**config.mk**
```make
export PLATFORM = sky130hd
export DESIGN_NAME = glyph_expander
export DESIGN_NICKNAME = d
export VERILOG_FILES = /design/src/rtl/glx_pkg.sv /design/src/rtl/glx_cfg.sv /design/src/rtl/glx_cursor.sv /design/src/rtl/glyph_expander.sv
export SDC_FILE = /design/constraint.sdc
export NUM_CORES = 1
export LEC_CHECK = 0
export BUFFER_PORTS_ARGS = -buffer_cell sky130_fd_sc_hd__buf_2
export CAP_MARGIN = 40
export CORE_ASPECT_RATIO = 0.5
export CORE_MARGIN = 3
export CORE_UTILIZATION = 59
export CTS_CLUSTER_DIAMETER = 200
export DETAILED_ROUTE_END_ITERATION = 7
export GPL_TIMING_DRIVEN = 1
export PLACE_DENSITY = 0.8
export SLEW_MARGIN = 10
export SYNTH_ARGS = -nofsm -noshare
export SYNTH_HDL_FRONTEND = slang
export SYNTH_SLANG_ARGS = --single-unit
```
**constraint.sdc**
```tcl
create_clock -name clk -period 4.7 [get_ports clk]
set_input_delay 0.235 -clock clk [delete_from_list [all_inputs] [get_ports clk]]
set_output_delay 0.235 -clock clk [all_outputs]
set_load 0.005 [all_outputs]
```
**src/rtl/glx_pkg.sv**
```systemverilog
package glx_pkg;

    typedef enum logic [1:0] {
        ST_IDLE  = 2'd0,
        ST_FETCH = 2'd1,
        ST_PAINT = 2'd2,
        ST_PAD   = 2'd3
    } glx_state_e;

    localparam logic [2:0] REG_DEST   = 3'd0;
    localparam logic [2:0] REG_STRIDE = 3'd1;
    localparam logic [2:0] REG_SIZE   = 3'd2;
    localparam logic [2:0] REG_FG     = 3'd3;
    localparam logic [2:0] REG_BG     = 3'd4;

    localparam int FIELD_W = 16;
    localparam int PIX_W   = 8;
    localparam int WORD_W  = 32;

endpackage

```
**src/rtl/glx_cfg.sv**
```systemverilog
module glx_cfg
    import glx_pkg::*;
#(
    parameter int AW = 16
) (
    input  logic                 clk,
    input  logic                 rst_n,
    input  logic                 reg_we,
    input  logic [2:0]           reg_addr,
    input  logic [WORD_W-1:0]    reg_wdata,
    input  logic                 busy,
    output logic [AW-1:0]        dest_q,
    output logic [FIELD_W-1:0]   pitch_q,
    output logic [FIELD_W-1:0]   width_q,
    output logic [FIELD_W-1:0]   height_q,
    output logic [PIX_W-1:0]     fg_q,
    output logic [PIX_W-1:0]     bg_q,
    output logic                 arm
);

    logic accept;
    logic unused_bits;

    assign accept      = reg_we && !busy;
    assign unused_bits = ^reg_wdata;
    assign arm = accept && (reg_addr == REG_SIZE)
                 && (reg_wdata[31:16] != '0) && (reg_wdata[15:0] != '0);

    always_ff @(posedge clk) begin
        if (!rst_n) begin
            dest_q   <= '0;
            pitch_q  <= '0;
            width_q  <= '0;
            height_q <= '0;
            fg_q     <= '0;
            bg_q     <= '0;
        end else if (accept) begin
            unique case (reg_addr)
                REG_DEST:   dest_q   <= reg_wdata[AW-1:0];
                REG_STRIDE: pitch_q  <= reg_wdata[31:16];
                REG_SIZE: begin
                    height_q <= reg_wdata[31:16];
                    width_q  <= reg_wdata[15:0];
                end
                REG_FG:     fg_q     <= reg_wdata[PIX_W-1:0];
                REG_BG:     bg_q     <= reg_wdata[PIX_W-1:0];
                default: ;
            endcase
        end
    end

endmodule

```
**src/rtl/glx_cursor.sv**
```systemverilog
module glx_cursor
    import glx_pkg::*;
#(
    parameter int AW = 16
) (
    input  logic                 clk,
    input  logic                 rst_n,
    input  logic                 load,
    input  logic                 step,
    input  logic [AW-1:0]        dest,
    input  logic [FIELD_W-1:0]   pitch,
    input  logic [FIELD_W-1:0]   width,
    input  logic [FIELD_W-1:0]   height,
    output logic [AW-1:0]        addr,
    output logic [4:0]           bit_sel,
    output logic                 last_pix,
    output logic                 word_end
);

    logic [FIELD_W-1:0] x_q, y_q;
    logic [2:0]         bit_q;
    logic [1:0]         byte_q;
    logic [AW-1:0]      row_base_q;
    logic               row_end;
    logic               next_byte;

    assign row_end   = (x_q == FIELD_W'(width - 16'd1));
    assign last_pix  = row_end && (y_q == FIELD_W'(height - 16'd1));
    assign next_byte = row_end || (bit_q == 3'd0);
    assign word_end  = next_byte && (byte_q == 2'd3);
    assign bit_sel   = {byte_q, bit_q};
    assign addr      = row_base_q + AW'(x_q);

    always_ff @(posedge clk) begin
        if (!rst_n) begin
            x_q        <= '0;
            y_q        <= '0;
            bit_q      <= 3'd7;
            byte_q     <= '0;
            row_base_q <= '0;
        end else if (load) begin
            x_q        <= '0;
            y_q        <= '0;
            bit_q      <= 3'd7;
            byte_q     <= '0;
            row_base_q <= dest;
        end else if (step) begin
            if (row_end) begin
                x_q        <= '0;
                y_q        <= FIELD_W'(y_q + 16'd1);
                row_base_q <= row_base_q + AW'(pitch);
            end else begin
                x_q <= FIELD_W'(x_q + 16'd1);
            end
            if (next_byte) begin
                bit_q  <= 3'd7;
                byte_q <= byte_q + 2'd1;
            end else begin
                bit_q <= bit_q - 3'd1;
            end
        end
    end

endmodule

```
**src/rtl/glyph_expander.sv**
```systemverilog
module glyph_expander
    import glx_pkg::*;
#(
    parameter int AW = 16
) (
    input  logic              clk,
    input  logic              rst_n,
    input  logic              reg_we,
    input  logic [2:0]        reg_addr,
    input  logic [31:0]       reg_wdata,
    input  logic              dp_valid,
    input  logic [31:0]       dp_data,
    output logic              dp_ready,
    output logic              mem_req,
    output logic [AW-1:0]     mem_addr,
    output logic [7:0]        mem_data,
    input  logic              mem_ack,
    output logic              busy
);

    glx_state_e          state_q, state_nx;
    logic [WORD_W-1:0]   word_q;
    logic                odd_q;

    logic [AW-1:0]       dest_q;
    logic [FIELD_W-1:0]  pitch_q, width_q, height_q;
    logic [PIX_W-1:0]    fg_q, bg_q;
    logic                arm;
    logic                step;
    logic [4:0]          bit_sel;
    logic                last_pix, word_end;
    logic                take_word;

    glx_cfg #(.AW(AW)) u_cfg (
        .clk      (clk),
        .rst_n    (rst_n),
        .reg_we   (reg_we),
        .reg_addr (reg_addr),
        .reg_wdata(reg_wdata),
        .busy     (busy),
        .dest_q   (dest_q),
        .pitch_q  (pitch_q),
        .width_q  (width_q),
        .height_q (height_q),
        .fg_q     (fg_q),
        .bg_q     (bg_q),
        .arm      (arm)
    );

    glx_cursor #(.AW(AW)) u_cursor (
        .clk     (clk),
        .rst_n   (rst_n),
        .load    (arm),
        .step    (step),
        .dest    (dest_q),
        .pitch   (pitch_q),
        .width   (width_q),
        .height  (height_q),
        .addr    (mem_addr),
        .bit_sel (bit_sel),
        .last_pix(last_pix),
        .word_end(word_end)
    );

    // state register
    always_ff @(posedge clk) begin
        if (!rst_n) state_q <= ST_IDLE;
        else        state_q <= state_nx;
    end

    // next state
    always_comb begin
        state_nx = state_q;
        unique case (state_q)
            ST_IDLE:  if (arm) state_nx = ST_FETCH;
            ST_FETCH: if (dp_valid) state_nx = ST_PAINT;
            ST_PAINT: begin
                if (mem_ack) begin
                    if (last_pix)      state_nx = odd_q ? ST_PAD : ST_IDLE;
                    else if (word_end) state_nx = ST_FETCH;
                end
            end
            ST_PAD:   if (dp_valid) state_nx = ST_IDLE;
            default:  state_nx = ST_IDLE;
        endcase
    end

    // outputs
    always_comb begin
        dp_ready = 1'b0;
        mem_req  = 1'b0;
        busy     = 1'b1;
        unique case (state_q)
            ST_IDLE: begin
                dp_ready = 1'b1;
                busy     = 1'b0;
            end
            ST_FETCH: dp_ready = 1'b1;
            ST_PAINT: mem_req  = 1'b1;
            ST_PAD:   dp_ready = 1'b1;
            default:  busy     = 1'b0;
        endcase
    end

    assign take_word = (state_q == ST_FETCH) && dp_valid;
    assign step      = (state_q == ST_PAINT) && mem_ack;
    assign mem_data  = word_q[bit_sel] ? fg_q : bg_q;

    always_ff @(posedge clk) begin
        if (!rst_n) begin
            word_q <= '0;
            odd_q  <= 1'b0;
        end else if (arm) begin
            odd_q  <= 1'b0;
        end else if (take_word) begin
            word_q <= dp_data;
            odd_q  <= ~odd_q;
        end
    end

endmodule

```
Yosys cells after proc, flatten, opt, wreduce, memory -nomap -nowiden --
Cells that the tools add are included.
Word-level totals: register bits after elaboration 168, latch bits 0, RAM bits 0, bits in read-only memories 0, input port bits 72, output and inout port bits 27, word-level logic and storage cells 88, memories kept 0
Cells by class: add/sub/neg operators 8, multiply operators 0, divide/modulo/power cells 0, $lt $le $gt $ge 1, eq/ne operators 15, shifts and indexed selects 0, mux-type cells 19, bitwise logic cells 3, reductions and logical operators 28
Operators by type and width (count):
- two-way mux 16 bit | 4
- adder 16 x 1 -> 16 bit, second input constant | 2
- adder 16 bit | 2
- equality test 16 bit | 2
- nonzero test 16 bit | 2
- subtractor 16 x 1 -> 16 bit, second input constant | 2
- AND reduction 2 bit | 9
- two-way mux 2 bit | 7
- logical AND 1 bit | 8
- two-way mux 8 bit | 1
- != test 2 bit, second input constant | 4
- one-hot mux 2 bit (4 select lines) | 1
- equality test 2 bit, second input constant | 3
- equality test 3 x 2 -> 1 bit, second input constant | 2
- zero test 3 bit | 2
- less-than comparator 5 x 6 -> 1 bit, second input constant | 1
- binary-select mux 1 bit (select 5 bit) | 1
- AND reduction 5 bit | 1
- two-way mux 1 bit | 4
- nonzero test 2 bit | 2
- equality test 3 x 1 -> 1 bit, second input constant | 1
- equality test 3 bit, second input constant | 1
- two-way mux 3 bit | 1
- != test 3 x 2 -> 1 bit, second input constant | 1
- 8 further kinds | 10

Depth between registers and ports, before layout --
depth in word-level cells 8, mapped depth 12, mapped depth without buffers 12

Modules after synthesis --
A second synthesis with hierarchy kept.
Second synthesis, totals: cells, all modules 1150, area, all modules 9810.7 um2
By module, submodules not included:
- glx_cursor | times used 1, cells each 614, area each 4873.4 um2, sequential area each 1061.0 um2
- glx_cfg | times used 1, cells each 322, area each 3160.5 um2, sequential area each 1601.5 um2
- glyph_expander | times used 1, cells each 214, area each 1776.7 um2, sequential area each 700.7 um2

Worst setup path before layout --
Ideal clock, no wire load.
path type reg-to-reg, start point register u_cfg.width_q[8], end point register u_cursor.y_q[13], setup time 0.060 ns, arrival time 3.225 ns, required time 4.640 ns, setup slack 1.416 ns, cell stages (with the launch flop) 11, path buffers 1, clock period less this slack 3.284 ns, cells stage by stage dfxtp_1 buf_2 or4_1 or3_1 a2111o_1 nand2_1 or4b_4 nor4_4 nand4_1 or4_1 nand2_1
On the way: word-level cells in the longest chain between the ends 3
RTL lines:
- from (decl) | line glx_cfg.sv:14 | output logic [FIELD_W-1:0] width_q,
- from (signal assigned) | line glx_cfg.sv:43 | width_q <= reg_wdata[15:0];
- subtractor 16 x 1 -> 16 bit | line glx_cursor.sv:27 | assign row_end = (x_q == FIELD_W'(width - 16'd1));
- equality test 16 bit | line glx_cursor.sv:27
- AND reduction 2 bit (no line)
- to (signal assigned) | line glx_cursor.sv:50 | y_q <= FIELD_W'(y_q + 16'd1);
- to (decl) | line glx_cursor.sv:20 | logic [FIELD_W-1:0] x_q, y_q;
No other way between the ends. A chain may end at the register's enable or synchronous reset.

Final worst setup path --
start point register u_cfg.width_q[0], end point register u_cursor.x_q[14]
On the way: word-level cells in the longest chain between the ends 3
RTL lines:
- subtractor 16 x 1 -> 16 bit | line glx_cursor.sv:27
- equality test 16 bit | line glx_cursor.sv:27
- two-way mux 16 bit | line glx_cursor.sv:48 | if (row_end) begin
- to (signal assigned) | line glx_cursor.sv:53 | x_q <= FIELD_W'(x_q + 16'd1);
- to (decl) | line glx_cursor.sv:20
No other way between the ends.

==> results.md <==
- Post-synth ARST share: 0%
- H-Tree Depth: 4
- Non-Filler Instances: 1431
- Core area: between 0.01 and 0.015 sq mm
- DRT iter0 DRCs: between 800 and 900
- Total negative slack: 0 ns
- Setup crit start kind: flip-flop
- Ys flop type: dfxtp_1
- Setup-failing EPs final: 0
- Root buf cell: clkbuf_16
- CTS Sinks: between 150 and 200
- R2r startpoint: u_cfg.width_q[0]
- Period utilization: a little over four fifths
- Pin count of the biggest net entering global routing: 90
- Starting density of the core: 61.8%
- Hold_buf cts: 0
- DP Worst Slack: ~0.88 ns
- Seq/Total Area, Yosys: a little under two fifths
- Critical Path AT: approximately 4.3 ns
- Max_cap viols: 0
- Power per Cell Area: ~300 mW/mm^2
- WS Path Type: reg2reg
- Final HPWL DP: around 18000 um
- Reg2reg path depth: 10
- Synthesized net count: ~1300
- Hold Crit Endpoint: word_q[2]
- Mean Syn Cell Area: 8.00 sq um
- Die Y: around 94 um
- CP max FO: 15
- WL/cell: around 17 um
- Minimum clock period: a little under 4 ns
- Leak: about 4.2 nW
- Slew margin rel.: a little under 40%
- Routability cong.: around 0.99
- Hold path depth: 3
- Share of cells above drive strength 1: around 14%
- Number of antenna violations at the first check in global routing: 1
- Slowest stage cell, crit path: a2111oi_1
- First-pass iteration count of the detailed router: 5
- IO buf count: slightly below 100
- CP top delay family: simple AND/OR/NAND/NOR gates
- Die area: between 0.015 and 0.02 sq mm
- Tot GR Track Use: about 28%
- Post-CTS setup buffers: 0
- Final Skew: around 0.0085 ns
- Final setup margin: 0.735 ns
- Clock latency on the worst-skew pair: between 0.4 and 0.5 ns
- Via density: 6.02
- Synth area leader: dfxtp_1
- Min Hold Slack: about 0.035 ns
- Vias in the first global route: approximately 7900
- Clock Tree Buf Depth: 2
- CP endpoint kind: flip-flop
- Die width: roughly 180 um
- Diode count: 0
- Placed insts: around 1400
- Final Max Tran Viols: 0
- Hold_sp: dp_data[2]
- Area fraction of the dominant cell type after synthesis: a little under two fifths
- Post-CTS Resized: 0
- Area Growth Syn to Fin: 13.7%
- Bufs and invs on worst path: 1
- R2R Path End: u_cursor.x_q[14]
- Peak Freq: 252 MHz
- Warnings from Yosys: 0
- Final nets: 1331
- Post-Syn Instances: ~1100
- GRT overflow: 0
- CTS tree: yes
- Top Ports: 99
- Netlist cell types: 67
- Reg2reg setup slack: roughly 0.73 ns
- Max incr delay on CP: between 0.6 and 0.7 ns
- Final hold vios: 0
- # fillers: 1151
- Unrepaired setup endpoints after global routing: no
- First-pass GRT wire length: 39100 um
- Max VDD drop: ~0.00026 V
- Critical path, cell by cell: inv_1 > ha_1 > and2_1 > or4_1 > a2111oi_1 > nor2_1 > nor3b_1 > nand2_1 > nand2_1 > nor2_1
- Worst min path class: in2reg
- Clock transition at path regs: about 0.080 ns
- Routed via count: around 8600
- Area of the mapped netlist: just over 0.009 sq mm
- Outcome: complete, no violations
- Final wirelength: around 24000 um
- DRC violations left: 0
- Synth area leaders: dfxtp_1, nand2_1, a21oi_1
- WP data required: roughly 5.0 ns
- Cts bufs inserted: 17
- Post-synth EDFFs: 0
- Synth Register Bits: ~170
- Post-route ant nets: 0
- Cell row count: 31
- Worst-Margin Slew: around 0.91 ns
-- tightest hold or removal path: stages --
cell     delay [ns]
buf_2          0.09
nand2_1        0.04
a21oi_1        0.05
-- layout by cell type (no fill, tap or decap), types with 4 or more instances in the layout --
cell         n
a211o_1      4
a211oi_1     6
a21oi_1    135
a22oi_1     14
a31oi_1     10
and2_1       7
and3_1      13
and4_1       5
buf_2       98
buf_4        8
clkbuf_16   17
clkinv_8     4
dfxtp_1    168
ha_1        37
inv_1       23
inv_8        6
mux2_2       8
mux2i_1     22
mux4_2      11
nand2_1    255
nand2b_1     9
nand3_1     27
nand3b_1     5
nand4_1     19
nor2_1      95
nor2b_1      7
nor3_1      18
nor4_1      13
o211ai_1     4
o21ai_0     16
or2_2        4
or3_1        7
or4_1        6
xnor2_1     50
xor2_1      36
-- final cells by class --
| cell class | count | area [sq um] | area share, % |
|---|---|---|---|
| multi-input combinational | 901 | 5510 | 52.9 |
| sequential | 168 | 3360 | 32.3 |
| timing repair buffer | 108 | 593 | 5.70 |
| clock buffer | 17 | 425 | 4.09 |
| inverter | 24 | 91.3 | 0.878 |
| tap | 198 | 248 | 2.38 |
| clock inverter | 15 | 175 | 1.68 |
-- worst max path at each step --
| stage | from | to | slack, ns | cells past startpoint |
|---|---|---|---|---|
| 2_1_floorplan | u_cfg.width_q[8] | u_cursor.y_q[13] | 1.42 | 10 |
| 3_3_place_gp | u_cfg.width_q[6] | u_cursor.row_base_q[13] | 1.04 | 9 |
| 3_5_place_dp | u_cfg.width_q[0] | state_q[1] | 0.88 | 10 |
| 4_1_cts | u_cfg.width_q[0] | state_q[1] | 0.87 | 10 |
| 5_1_grt | u_cfg.width_q[0] | state_q[1] | 0.45 | 10 |
| 6_report | u_cfg.width_q[0] | u_cursor.x_q[14] | 0.73 | 10 |
-- Yosys cell counts (9+ instances only) --
library cell	n
o21ai_0	16
nor2_1	96
inv_1	24
nand2_1	255
mux2i_1	22
nand2b_1	9
nand4_1	19
ha_1	37
dfxtp_1	168
xor2_1	36
and3_1	13
a21oi_1	135
mux4_2	11
xnor2_1	50
a22oi_1	14
nor3_1	18
nand3_1	27
nor4_1	13
a31oi_1	10
clkbuf_1	48
-- cells by family (layout without fill, tap and decap cells) --
family	Yosys count	after routing	synth area share, %
AND/OR/NAND/NOR	508	508	25.6
adder cells (fa/ha/maj)	39	39	5.50
flip-flops	168	168	36.8
XOR/XNOR	86	86	8.23
buffers and inverters	75	164	3.09
AO/OA/AOI/OAI	227	227	14.7
multiplexers	41	41	6.10
-- through the flow --
step / utilization, % / power [mW] / area, sq um
6_report: 70.2 / 3.11 / 10400
5_1_grt: 70.2 / 3.22 / 10400
4_1_cts: 70.2 / 3.12 / 10400
3_5_place_dp: 66.2 / 1.73 / 9800
3_3_place_gp: 65.7 / 1.72 / 9740
2_1_floorplan: - / 1.64 / 9150
-- where the power goes --
group / internal [mW] / switching (mW) / leakage [nW]
Combinational: 0.0962 / 0.146 / 2.58
Clock: 0.722 / 0.686 / 0.291
Sequential: 1.44 / 0.0196 / 1.36
Total: 2.26 / 0.852 / 4.23
-- registers in the layout (all words and copies together) (netlist names), 3 cells and up --
register             cells
word_q                  32
u_cfg.dest_q            16
u_cfg.height_q          16
u_cfg.pitch_q           16
u_cfg.width_q           16
u_cursor.row_base_q     16
u_cursor.x_q            16
u_cursor.y_q            16
u_cfg.bg_q               8
u_cfg.fg_q               8
u_cursor.bit_q           3
-- per-layer routing --
metal	vias up	part of all wire, %	GRT usage [%]
met1	4076	45	38.7
met3	44	7.3	6.23
met2	344	46	45.4
met4	2	1.9	7.28
li1	4155	-	-
met5	-	0.054	0
Note: power is estimated with default switching activity, not from simulation.
